`src/rtl/pll_reg_pkg.sv`:
```
package pll_reg_pkg;
  localparam int WORD_W   = 32;
  localparam int LOCK_BIT = 31;
  localparam int LOSS_BIT = 30;
  localparam int FB_LSB   = 16;
  localparam int FB_W     = 12;
  localparam int OD2_LSB  = 13;
  localparam int PD_BIT   = 12;
  localparam int OD1_LSB  = 8;
  localparam int OD_W     = 3;
  localparam int IN_LSB   = 0;
  localparam int IN_W     = 6;
  localparam int DEN_W    = IN_W + 2 * OD_W;

  typedef struct packed {
    logic [FB_W-1:0] fb;
    logic [OD_W-1:0] od2;
    logic            pd;
    logic [OD_W-1:0] od1;
    logic [IN_W-1:0] ind;
  } pll_cfg_t;

  function automatic pll_cfg_t cfg_from_word(input logic [WORD_W-1:0] w);
    pll_cfg_t c;
    c.fb  = w[FB_LSB  +: FB_W];
    c.od2 = w[OD2_LSB +: OD_W];
    c.pd  = w[PD_BIT];
    c.od1 = w[OD1_LSB +: OD_W];
    c.ind = w[IN_LSB  +: IN_W];
    return c;
  endfunction

  function automatic logic [WORD_W-1:0] word_from_cfg(input pll_cfg_t c,
                                                      input logic lock,
                                                      input logic loss);
    logic [WORD_W-1:0] w;
    w = '0;
    w[LOCK_BIT]            = lock;
    w[LOSS_BIT]            = loss;
    w[FB_LSB  +: FB_W]     = c.fb;
    w[OD2_LSB +: OD_W]     = c.od2;
    w[PD_BIT]              = c.pd;
    w[OD1_LSB +: OD_W]     = c.od1;
    w[IN_LSB  +: IN_W]     = c.ind;
    return w;
  endfunction
endpackage

```
`src/rtl/pll_cfg_store.sv`:
```
module pll_cfg_store
  import pll_reg_pkg::*;
#(
  parameter logic [WORD_W-1:0] RST_WORD = 32'h8022_2101
) (
  input  logic              clk_i,
  input  logic              rst_ni,
  input  logic              wr_en_i,
  input  logic [WORD_W-1:0] wr_data_i,
  output pll_cfg_t          cfg_o,
  output logic              lock_o,
  output logic              loss_o,
  output logic              upd_o
);
  localparam pll_cfg_t RST_CFG = cfg_from_word(RST_WORD);

  pll_cfg_t wr_cfg;
  pll_cfg_t cfg_q;
  logic     lock_q, loss_q, upd_q;

  assign wr_cfg = cfg_from_word(wr_data_i);

  // status bits follow the write rules, not the data
  always_ff @(posedge clk_i or negedge rst_ni) begin
    if (!rst_ni) begin
      cfg_q  <= RST_CFG;
      lock_q <= RST_WORD[LOCK_BIT];
      loss_q <= RST_WORD[LOSS_BIT];
      upd_q  <= 1'b0;
    end else if (wr_en_i) begin
      cfg_q <= wr_cfg;
      if (wr_cfg.pd) begin
        lock_q <= 1'b0;
        loss_q <= 1'b1;
        upd_q  <= 1'b0;
      end else begin
        lock_q <= 1'b1;
        loss_q <= loss_q & ~wr_data_i[LOSS_BIT];
        upd_q  <= 1'b1;
      end
    end else begin
      upd_q <= 1'b0;
    end
  end

  assign cfg_o  = cfg_q;
  assign lock_o = lock_q;
  assign loss_o = loss_q;
  assign upd_o  = upd_q;

  logic unused_wr_bits;
  assign unused_wr_bits = ^{wr_data_i[LOCK_BIT], wr_data_i[29:28],
                            wr_data_i[11], wr_data_i[7:6]};


  pd_drops_lock_chk: assert property (@(posedge clk_i) disable iff (!rst_ni)
    wr_en_i && wr_data_i[PD_BIT] |=> !lock_q && loss_q);

  run_sets_lock_chk: assert property (@(posedge clk_i) disable iff (!rst_ni)
    wr_en_i && !wr_data_i[PD_BIT] |=> lock_q);

  loss_hold_chk: assert property (@(posedge clk_i) disable iff (!rst_ni)
    wr_en_i && !wr_data_i[PD_BIT] && !wr_data_i[LOSS_BIT] |=> loss_q == $past(loss_q));

  loss_clear_chk: assert property (@(posedge clk_i) disable iff (!rst_ni)
    wr_en_i && !wr_data_i[PD_BIT] && wr_data_i[LOSS_BIT] |=> !loss_q);

  upd_needs_lock_chk: assert property (@(posedge clk_i) disable iff (!rst_ni)
    upd_q |-> lock_q);

  idle_no_upd_chk: assert property (@(posedge clk_i) disable iff (!rst_ni)
    !wr_en_i |=> !upd_q);

  idle_cfg_stable_chk: assert property (@(posedge clk_i) disable iff (!rst_ni)
    !wr_en_i |=> $stable(cfg_q) && $stable(lock_q));
endmodule

```
`src/rtl/pll_ratio_calc.sv`:
```
module pll_ratio_calc
  import pll_reg_pkg::*;
(
  input  logic             clk_i,
  input  logic             rst_ni,
  input  pll_cfg_t         cfg_i,
  input  logic             lock_i,
  input  logic             test_en_i,
  output logic [FB_W-1:0]  num_o,
  output logic [DEN_W-1:0] den_o
);
  logic             zero_fld;
  logic             valid;
  logic [DEN_W-1:0] prod;

  // any zero divider is a config error: report zero, never divide by it
  assign zero_fld = (cfg_i.fb == '0) || (cfg_i.od1 == '0) ||
                    (cfg_i.od2 == '0) || (cfg_i.ind == '0);
  assign valid    = test_en_i && lock_i && !zero_fld;
  assign prod     = DEN_W'(cfg_i.ind) * DEN_W'(cfg_i.od1) * DEN_W'(cfg_i.od2);
  assign num_o    = valid ? cfg_i.fb : '0;
  assign den_o    = valid ? prod : '0;


  unlocked_zero_chk: assert property (@(posedge clk_i) disable iff (!rst_ni)
    !lock_i |-> num_o == '0 && den_o == '0);

  nonzero_den_chk: assert property (@(posedge clk_i) disable iff (!rst_ni)
    den_o != '0 |-> num_o != '0 && cfg_i.ind != '0);

  test_off_chk: assert property (@(posedge clk_i) disable iff (!rst_ni)
    !test_en_i |-> num_o == '0 && den_o == '0);
endmodule

```
`src/rtl/pll_ctl_reg.sv`:
```
module pll_ctl_reg
  import pll_reg_pkg::*;
#(
  parameter logic [WORD_W-1:0] RST_WORD = 32'h8022_2101
) (
  input  logic              clk_i,
  input  logic              rst_ni,
  input  logic              wr_en_i,
  input  logic [WORD_W-1:0] wr_data_i,
  input  logic              test_en_i,
  output logic [WORD_W-1:0] rd_data_o,
  output logic [FB_W-1:0]   fb_div_o,
  output logic [OD_W-1:0]   out_div2_o,
  output logic [OD_W-1:0]   out_div1_o,
  output logic [IN_W-1:0]   in_div_o,
  output logic              pdown_o,
  output logic              locked_o,
  output logic              lock_lost_o,
  output logic              freq_upd_o,
  output logic [FB_W-1:0]   ratio_num_o,
  output logic [DEN_W-1:0]  ratio_den_o
);
  pll_cfg_t cfg;
  logic     lock, loss, upd;

  pll_cfg_store #(.RST_WORD(RST_WORD)) u_store (
    .clk_i     (clk_i),
    .rst_ni    (rst_ni),
    .wr_en_i   (wr_en_i),
    .wr_data_i (wr_data_i),
    .cfg_o     (cfg),
    .lock_o    (lock),
    .loss_o    (loss),
    .upd_o     (upd)
  );

  pll_ratio_calc u_ratio (
    .clk_i     (clk_i),
    .rst_ni    (rst_ni),
    .cfg_i     (cfg),
    .lock_i    (lock),
    .test_en_i (test_en_i),
    .num_o     (ratio_num_o),
    .den_o     (ratio_den_o)
  );

  assign rd_data_o   = word_from_cfg(cfg, lock, loss);
  assign fb_div_o    = cfg.fb;
  assign out_div2_o  = cfg.od2;
  assign out_div1_o  = cfg.od1;
  assign in_div_o    = cfg.ind;
  assign pdown_o     = cfg.pd;
  assign locked_o    = lock;
  assign lock_lost_o = loss;
  assign freq_upd_o  = upd;


  rsvd_zero_chk: assert property (@(posedge clk_i) disable iff (!rst_ni)
    rd_data_o[29:28] == 2'b00 && !rd_data_o[11] && rd_data_o[7:6] == 2'b00);

  pd_unlocked_chk: assert property (@(posedge clk_i) disable iff (!rst_ni)
    pdown_o |-> !locked_o && lock_lost_o);
endmodule

```
`config.mk`:
```
export PLATFORM = sky130hd
export DESIGN_NAME = pll_ctl_reg
export DESIGN_NICKNAME = d
export VERILOG_FILES = /design/src/rtl/pll_reg_pkg.sv /design/src/rtl/pll_cfg_store.sv /design/src/rtl/pll_ratio_calc.sv /design/src/rtl/pll_ctl_reg.sv
export SDC_FILE = /design/constraint.sdc
export NUM_CORES = 1
export LEC_CHECK = 0
export ABC_AREA = 1
export BUFFER_PORTS_ARGS = -buffer_cell sky130_fd_sc_hd__buf_2
export CORE_MARGIN = 2
export CORE_UTILIZATION = 44
export CTS_BUF_LIST = sky130_fd_sc_hd__clkbuf_16
export DETAILED_ROUTE_END_ITERATION = 8
export GPL_ROUTABILITY_DRIVEN = 0
export PLACE_DENSITY = 0.74
export SLEW_MARGIN = 0
export SYNTH_ARGS = -nofsm -noshare
export SYNTH_HDL_FRONTEND = slang
export SYNTH_HIERARCHICAL = 1
export SYNTH_SLANG_ARGS = --single-unit
```
`constraint.sdc`:
```
create_clock -name clk_i -period 5 [get_ports clk_i]
set_input_delay 0.75 -clock clk_i [delete_from_list [all_inputs] [get_ports clk_i]]
set_output_delay 0.75 -clock clk_i [all_outputs]
set_load 0.02 [all_outputs]
```
==> flow_metrics.tcl, run 1 <==
set metrics [dict create \
    outcome "complete, no violations" \
    synthMostInstantiatedCell "nand2_1" \
    rows 29 \
    cts_buffer_depth 2 \
    synth_common_cells "167 x nand2_1, 64 x inv_1, 39 x nor2_1" \
    rsz0062_at_grt "true" \
    synth_top_area_share 0.220 \
    placeableCoreArea_sq_um 6310 \
    min_period_ns 4.74 \
    end_kind "output port" \
    synth_top_family_by_area "simple AND/OR/NAND/NOR gates" \
    finalHoldViolCount 0 \
    wl_per_cell_microns 11.5 \
    maxCapViolations 0 \
    grt_overflow 0 \
    r2r_start "u_store/cfg_o[6]" \
    antenna_found_initial 0 \
    timing.fmax_mhz 211 \
    grt.total_usage 0.185 \
    syn_area_per_cell_sq_um 6.77 \
    clk_pin_slew_worst_paths_ns 0.07 \
    fin_worst_skew_ns 0 \
    cp-start-kind "flip-flop" \
    vias 2673 \
    initial_core_util 0.451 \
    drive_gt1_frac 0.326 \
    dp_hpwl_mm 5.07 \
    clkLatencyLatePin_ns 0.27 \
    pre_cts_ws_ns 0.183 \
    ys_seq_area_frac 0.248 \
    synthTopCellsByArea "nand2_1 22%, dfrtp_1 19%, fa_1 9.1%" \
    synth_compound_area_frac 0.0215 \
    max_stage_delay_ns 0.54 \
    synthCells 421 \
    route.detailed.drc 0 \
    synthXorXnorAreaFrac 0.0184 \
    setup_viol_count_final 0 \
    cts_sinks 28 \
    relSlewSlack 0.584 \
    finalCritPeriodShare 0.949 \
    drtIter0Drc 102 \
    holdWs_ns 0.493 \
    cts_root_buf "clkbuf_16" \
    p_leak_nw 2.14 \
    drt-pass1-iter-count 4 \
    worst_ir_drop_vdd_mv 0.223 \
    nFillCells 609 \
    min_path_type "in -> async" \
    critPathSlowestCell "fa_1" \
    vias_per_cell 4.61 \
    grt_max_degree 29 \
    cts_htree_levels 1 \
    p_per_area_nw_per_um2 278 \
    placed_cell_area_sq_um 3200 \
    required_ns 4.25 \
    arrival_ns 3.99 \
    path_class "reg -> out" \
    synth_top_flop_cell "dfrtp_1" \
    setup_slack_ns 0.255 \
    synth_edf_count 0 \
    n_antenna_cell 0 \
    crit_start "u_store/cfg_o[0]" \
    synth_cell_type_count 26 \
    io-pin-count 120 \
    muxShareOfSynthArea 0 \
    postRouteAntennaNets 0 \
    crit_chain "nand2_1, fa_1, inv_1, ha_4, fa_2, nand3_2, nand2_1, xnor2_1, inv_2, nand2_2, fa_1, inv_2, ha_4, nand2_1, inv_1, a21oi_1, nand2_1, nand2_1, nand2_1, nor2_1, buf_2" \
    ys_async_sr_fraction 1.00 \
    cts_buffers 3 \
    area_delta_synth_final_pct 22.9 \
    synth_simple_gate_area_frac 0.334 \
    synthAdderAreaFrac 0.175 \
    grt_pass1_wl_mm 11.1 \
    die_x_microns 84.5 \
    crit_path_frequent_cell "nand2_1" \
    die_h_microns 84.5 \
    worst-slew-pin-transition_ns 0.624 \
    drt-total-wl_mm 6.69 \
    cts_hold_buf 0 \
    ys_ff_latch 28 \
    grt_pass1_vias 2591 \
    drv_slew 0 \
    io_buffers 108 \
    die-area_sq_um 7140 \
    final_area_sq_um 3500 \
    synth_area_sq_um 2850 \
    cts_tree "yes" \
    path_max_fanout 5 \
    synth_area_leader_cell "nand2_1" \
    yosysWarnings 6 \
    fin_nets 572 \
]
==> cell families (layout without fill, tap and decap cells) <==
kind of cell    after synthesis  in the layout
simple gates                235            235
buf+inv                     108            186
fa+ha+maj                    32             32
flops                        28             28
compound gates               11             11
xor+xnor                      6              6
other cells                   1              5
==> worst paths after layout <==
check                      depth (start not counted)          endpoint  slack, ns
setup / recovery                                  21   ratio_den_o[10]       0.26
hold / removal                                     1     u_store/upd_o       0.49
setup reg to reg                                   3  u_store/cfg_o[6]       4.13
hold reg to reg                                    2    u_store/lock_o       0.49
max in group asynchronous                          1  u_store/cfg_o[7]       4.10
min in group clk_i                                 2    u_store/lock_o       0.49
==> cell usage in the layout, fill, tap and decap left out, types with 2 or more instances in the layout <==
| cell | Yosys | final |
|---|---|---|
| a21oi_1 | 7 | 6 |
| buf_2 | 3 | 107 |
| xor2_2 | 0 | 2 |
| dfstp_2 | 6 | 6 |
| nor2_4 | 2 | 2 |
| dfrtp_1 | 22 | 22 |
| conb_1 | 1 | 5 |
| fa_1 | 13 | 12 |
| o21ai_0 | 2 | 2 |
| nand2_2 | 0 | 6 |
| ha_4 | 0 | 7 |
| buf_4 | 34 | 7 |
| inv_1 | 64 | 62 |
| nor2_2 | 9 | 9 |
| nand2_1 | 167 | 160 |
| nand3_2 | 1 | 3 |
| nor2_1 | 39 | 39 |
| a21oi_2 | 1 | 2 |
| nand3_1 | 14 | 12 |
| inv_2 | 1 | 3 |
| clkbuf_16 | 0 | 3 |
| ha_1 | 19 | 11 |
| nand4_1 | 2 | 2 |
| xnor2_1 | 4 | 4 |
==> timing repair <==
action                     in CTS  in global routing
setup endpoints to repair       3                  6
pin swaps                       0                 12
resized for setup               1                 29
buffers inserted                3                  2
==> cell type report <==
cell class,instances,area (sq um),share of cell area
clock buffer,3,75.1,0.0214
clock inverter,1,30.0,0.00857
inverter,67,259,0.0739
multi-input combinational,289,1730,0.493
sequential,28,708,0.202
tap,77,96.3,0.0275
timing repair buffer,115,608,0.174
==> power by group <==
group	internal, mW	switching (mW)	leakage [nW]	total [mW]
Combinational	0.175	0.279	1.76	0.454
Sequential	0.250	0.0319	0.331	0.282
Clock	0.160	0.0779	0.0511	0.237
==> flip-flops by register name (all words and copies together) (netlist names) <==
signal / count
u_store/cfg_o: 25
u_store/lock_o: 1
u_store/loss_o: 1
u_store/upd_o: 1
==> worst max-delay path: cells and delay by family, from the launching register on <==
| family | cells | cell delay [ns] |
|---|---|---|
| compound gates | 1 | 0.13 |
| xor+xnor | 1 | 0.14 |
| fa+ha+maj | 5 | 1.89 |
| buf+inv | 5 | 0.41 |
| flops | 1 | 0.53 |
| simple gates | 9 | 0.64 |
==> metal layers <==
layer | part of all wire | wire [microns] | GRT usage | vias up
met4 | 0.016 | 107 | 0.0664 | 0
met2 | 0.51 | 3440 | 0.346 | 84
li1 | - | - | - | 1363
met1 | 0.42 | 2800 | 0.217 | 1218
met3 | 0.051 | 339 | 0.0206 | 8
met5 | 0 | 0 | 0 | -
==> stage by stage <==
step	TNS (ns)	util	instances	power, mW
after detailed placement	0	0.507	571	0.670
after global placement	0	0.507	571	0.663
final	0	0.555	580	0.973
after floorplan	0	-	425	0.590
after CTS	0	0.530	578	0.916
after global routing	-0.0207	0.555	580	1.04
Power figures use the tool's default switching activity.
==> inputs of run 2 (changes only) <==
--- a/config.mk
+++ b/config.mk
@@ -10,9 +10,12 @@
 export CORE_MARGIN = 2
 export CORE_UTILIZATION = 44
 export CTS_BUF_LIST = sky130_fd_sc_hd__clkbuf_16
+export CTS_CLUSTER_DIAMETER = 120
+export CTS_CLUSTER_SIZE = 20
 export DETAILED_ROUTE_END_ITERATION = 8
 export GPL_ROUTABILITY_DRIVEN = 0
 export PLACE_DENSITY = 0.74
+export SETUP_SLACK_MARGIN = 0.3
 export SLEW_MARGIN = 0
 export SYNTH_ARGS = -nofsm -noshare
 export SYNTH_HDL_FRONTEND = slang
==> flow_metrics.tcl, run 2 (synthesis gave the netlist of run 1 again) <==
set metrics [dict create \
    fin_setup_tns_ns 0 \
    cts_sinks 28 \
    placed_cell_area_sq_um 3200 \
    cts_htree_levels 1 \
    finalHoldViolCount 0 \
    relSlewSlack 0.578 \
    min_period_ns 4.74 \
    layout_commonest_cell "nand2_1" \
    n_antenna_cell 0 \
    instances_no_fill 584 \
    min_path_type "reg -> reg" \
    path_class "reg -> out" \
    cts_buffers 3 \
    layout_common_cells "145 x nand2_1, 101 x buf_2, 56 x inv_1" \
    grt_overflow 0 \
    wl_per_cell_microns 11.8 \
    end_kind "output port" \
    dp_cells 571 \
    holdWs_ns 0.494 \
    drtIter0Drc 62 \
    cts_root_buf "clkbuf_16" \
    maxCapViolations 0 \
    worst_ir_drop_vdd_mv 0.224 \
    vias_per_cell 4.63 \
    clk_pin_slew_worst_paths_ns 0.07 \
    route.detailed.drc 0 \
    dp_hpwl_mm 5.07 \
    placeableCoreArea_sq_um 6310 \
    vias 2702 \
    drive_gt1_frac 0.391 \
    fin_nets 576 \
    io-pin-count 120 \
    cp-start-kind "flip-flop" \
    final_area_sq_um 3630 \
    largest_register_ffs 25 \
    p_leak_nw 2.16 \
    setup_viol_count_final 0 \
    arrival_ns 3.99 \
    fin_worst_skew_ns 0 \
    nFillCells 587 \
    outcome "complete, no violations" \
    grt_pass1_vias 2675 \
    path_max_fanout 5 \
    grt_pass1_wl_mm 11.6 \
    area_delta_synth_final_pct 27.3 \
    initial_core_util 0.451 \
    cts_buffer_depth 2 \
    rows 29 \
    drt-pass1-iter-count 4 \
    antenna_found_initial 0 \
    worst-slew-pin-transition_ns 0.634 \
    timing.fmax_mhz 211 \
    clkLatencyLatePin_ns 0.27 \
    p_per_area_nw_per_um2 279 \
    regArea_sq_um 708 \
    die_h_microns 84.5 \
    grt.total_usage 0.195 \
    postRouteAntennaNets 0 \
    grt_max_degree 29 \
    rsz0062_at_grt "true" \
    drv_slew 0 \
    die_x_microns 84.5 \
    finalCritPeriodShare 0.947 \
    die-area_sq_um 7140 \
    required_ns 4.25 \
    io_buffers 108 \
    cts_hold_buf 0 \
    multiInputGateArea_sq_um 1800 \
    cts_tree "yes" \
    drt-total-wl_mm 6.92 \
]
-- run 2: cell count changes in the layout (fill, tap and decap cells not counted), sizes merged --
cell,delta
buf,+4
-- run 2: power breakdown --
| part | switching (mW) | internal, mW |
|---|---|---|
| Sequential | 0.0330 | 0.250 |
| Combinational | 0.295 | 0.196 |
| Clock | 0.0785 | 0.160 |
-- run 2: area by class of cell --
cell class | instances | share of cell area
Tap cell | 77 | 0.0266
Clock inverter | 1 | 0.00828
Multi-Input combinational cell | 289 | 0.497
Inverter | 67 | 0.0714
Clock buffer | 3 | 0.0207
Timing Repair Buffer | 119 | 0.181
Sequential cell | 28 | 0.195
-- run 2: timing repair --
item,4_1_cts,5_1_grt
hold endpoints to repair,0,0
setup buffers,6,3
setup endpoints to repair,7,7
pin swaps,12,20
resized for setup,33,32
-- run 2: routing by layer --
metal | global-route usage | part of all wire | vias up
met2 | 0.369 | 0.52 | 98
met5 | 0 | 0 | -
li1 | - | - | 1372
met1 | 0.229 | 0.41 | 1222
met3 | 0.0197 | 0.057 | 10
met4 | 0.0635 | 0.017 | 0
-- run 2: critical path, cell delays in order (launching register included) --
cell,delay [ns]
dfstp_2,0.58
buf_12,0.12
nand2_1,0.06
fa_1,0.50
inv_2,0.06
fa_2,0.43
nand3_2,0.10
nand2_2,0.07
xnor2_2,0.15
inv_2,0.10
nand2_2,0.06
fa_1,0.52
inv_2,0.05
ha_4,0.23
nand2_2,0.07
nand2_2,0.07
a21oi_2,0.15
nand2_2,0.07
nand2_1,0.05
nand2_1,0.05
nor2_1,0.10
buf_4,0.14
-- run 2: path summary, 6_finish.rpt --
kind	start	end	slack [ns]	cells past startpoint
max in group asynchronous	rst_ni	u_store/cfg_o[7]	4.09	1
hold / removal	u_store/lock_o	u_store/lock_o	0.49	2
setup / recovery	u_store/cfg_o[6]	ratio_den_o[9]	0.26	21
min in group asynchronous	rst_ni	u_store/upd_o	0.50	1
setup reg to reg	u_store/cfg_o[10]	u_store/cfg_o[10]	4.12	2
hold reg to reg	u_store/lock_o	u_store/lock_o	0.49	2
-- run 2: metrics by stage --
stage	worst slack [ns]	util	power, mW
after global placement	0.239	0.507	0.663
final	0.264	0.575	1.01
after global routing	0.0291	0.575	1.07
after CTS	0.245	0.557	0.976
after detailed placement	0.183	0.507	0.670
after floorplan	0.304	-	0.590
==> inputs of run 3 (changes only) <==
==> constraint.sdc (replaced) <==
create_clock -name clk_i -period 5.18 [get_ports clk_i]
set_input_delay 0.777 -clock clk_i [delete_from_list [all_inputs] [get_ports clk_i]]
set_output_delay 0.777 -clock clk_i [all_outputs]
set_load 0.02 [all_outputs]
==> flow_metrics.tcl, run 3 (synthesis gave the netlist of run 1 again) <==
set metrics [dict create \
    outcome "complete, no violations" \
    arrival_ns 4.04 \
    drtIter0Drc 55 \
    postRouteAntennaNets 0 \
    instances_no_fill 578 \
    pwr-share-comb 0.502 \
    fin_nets 570 \
    setup_viol_count_final 0 \
    relSlewSlack 0.602 \
    cts_buffers 3 \
    fin_worst_skew_ns 0 \
    die_x_microns 84.5 \
    worst_ir_drop_vdd_mv 0.184 \
    placeableCoreArea_sq_um 6310 \
    io-pin-count 120 \
    min_period_ns 4.81 \
    grt_max_degree 29 \
    p_leak_nw 2.12 \
    drt-total-wl_mm 6.71 \
    path_class "reg -> out" \
    clk_pin_slew_worst_paths_ns 0.06 \
    holdWs_ns 0.493 \
    drv_slew 0 \
    die-area_sq_um 7140 \
    initial_core_util 0.451 \
    finalHoldViolCount 0 \
    grt_pass1_vias 2619 \
    pre_cts_ws_ns 0.304 \
    layout_commonest_cell "nand2_1" \
    die_h_microns 84.5 \
    crit_chain "nand2_2, fa_1, inv_2, ha_4, fa_2, nand3_2, nand2_2, xnor2_2, inv_2, nand2_2, fa_1, inv_2, ha_4, nand2_4, nor2_2, nand3_1, nand3_1, nand2_1, inv_1, buf_4" \
    largest_register_ffs 25 \
    finalCritPeriodShare 0.929 \
    end_kind "output port" \
    clock_power_share 0.193 \
    io_buffers 108 \
    dp_cells 570 \
    cts_root_buf "clkbuf_16" \
    required_ns 4.40 \
    cts_buffer_depth 2 \
    grt.total_usage 0.181 \
    cts_htree_levels 1 \
    p_per_area_nw_per_um2 255 \
    p_int_uw 519 \
    grt_pass1_wl_mm 11.0 \
    drive_gt1_frac 0.361 \
    wl_per_cell_microns 11.6 \
    fin_setup_tns_ns 0 \
    setup_slack_ns 0.366 \
    max_stage_delay_ns 0.56 \
    total_power_uw 897 \
    worst-slew-pin-transition_ns 0.597 \
    rsz0062_at_grt "true" \
    cp-start-kind "flip-flop" \
    n_antenna_cell 0 \
    critPathSlowestCell "fa_1" \
    cts_tree "yes" \
    drt-pass1-iter-count 4 \
    vias 2687 \
    path_max_fanout 5 \
    cts_sinks 28 \
    route.detailed.drc 0 \
    dp_hpwl_mm 5.06 \
    sw_frac_of_total 0.422 \
    clkLatencyLatePin_ns 0.26 \
    nFillCells 593 \
    timing.fmax_mhz 208 \
    pwr-share-seq 0.305 \
    area_delta_synth_final_pct 23.5 \
    maxCapViolations 0 \
    layout_common_cells "152 x nand2_1, 103 x buf_2, 60 x inv_1" \
    min_path_type "reg -> reg" \
    rows 29 \
    vias_per_cell 4.65 \
    grt_overflow 0 \
    antenna_found_initial 0 \
    switchingPower_uw 378 \
]
## run 3: changes by cell type in the layout (fill, tap and decap cells not counted), sizes merged
cell and delta:
inv +1, bufinv -1, buf -6
## run 3: power groups by stage
stage                     clock network (mW)  registers, mW  logic [mW]
after floorplan                            0          0.293       0.277
after global placement                     0          0.278       0.361
after detailed placement                   0          0.279       0.365
after CTS                              0.174          0.273       0.383
after global routing                   0.184          0.278       0.498
final                                  0.173          0.274       0.450
## run 3: per-layer routing
layer	track usage	vias up	routed length [microns]
met1	0.216	1225	2830
met5	0	-	0
li1	-	1362	-
met3	0.0197	6	343
met2	0.343	94	3470
met4	0.0476	0	68
## run 3: final cells by class
type / count / area, sq um / area share
multi-input combinational: 289 / 1780 / 0.507
sequential: 28 / 711 / 0.202
timing repair buffer: 113 / 591 / 0.168
inverter: 67 / 259 / 0.0736
tap: 77 / 96.3 / 0.0274
clock buffer: 3 / 75.1 / 0.0213
clock inverter: 1 / 3.75 / 0.00107
## run 3: timing repair
item | CTS | global route
resized for setup | 4 | 48
cloned | 0 | 0
endpoints found under the setup margin | 7 | 7
hold buffers | 0 | 0
pin swaps | 0 | 20
buffers inserted | 3 | 1
endpoints found under the hold margin | 0 | 0
## run 3: path summary, 6_finish.rpt
check	startpoint	to	slack, ns	depth (start not counted)
setup / recovery	u_store/cfg_o[6]	ratio_den_o[11]	0.37	20
hold / removal	u_store/cfg_o[14]	u_store/cfg_o[14]	0.49	2
setup reg to reg	u_store/cfg_o[10]	u_store/cfg_o[10]	4.32	2
hold reg to reg	u_store/cfg_o[14]	u_store/cfg_o[14]	0.49	2
max in group asynchronous	rst_ni	u_store/cfg_o[2]	4.24	1
min in group asynchronous	rst_ni	u_store/upd_o	0.51	1
## run 3: critical path, delay by kind of cell, from the launching register on
family,cells,cell delay [ns]
xor gates and xnor gates,1,0.16
adders and majority gates,5,1.96
buffers and inverters,5,0.38
DFF,1,0.55
and+or+nand+nor,9,0.70
## run 3: stage by stage
stage,util,instance area [sq um]
final,0.557,3520
after global routing,0.557,3520
after CTS,0.527,3320
after detailed placement,0.506,3190
after global placement,0.506,3190
after floorplan,-,2870
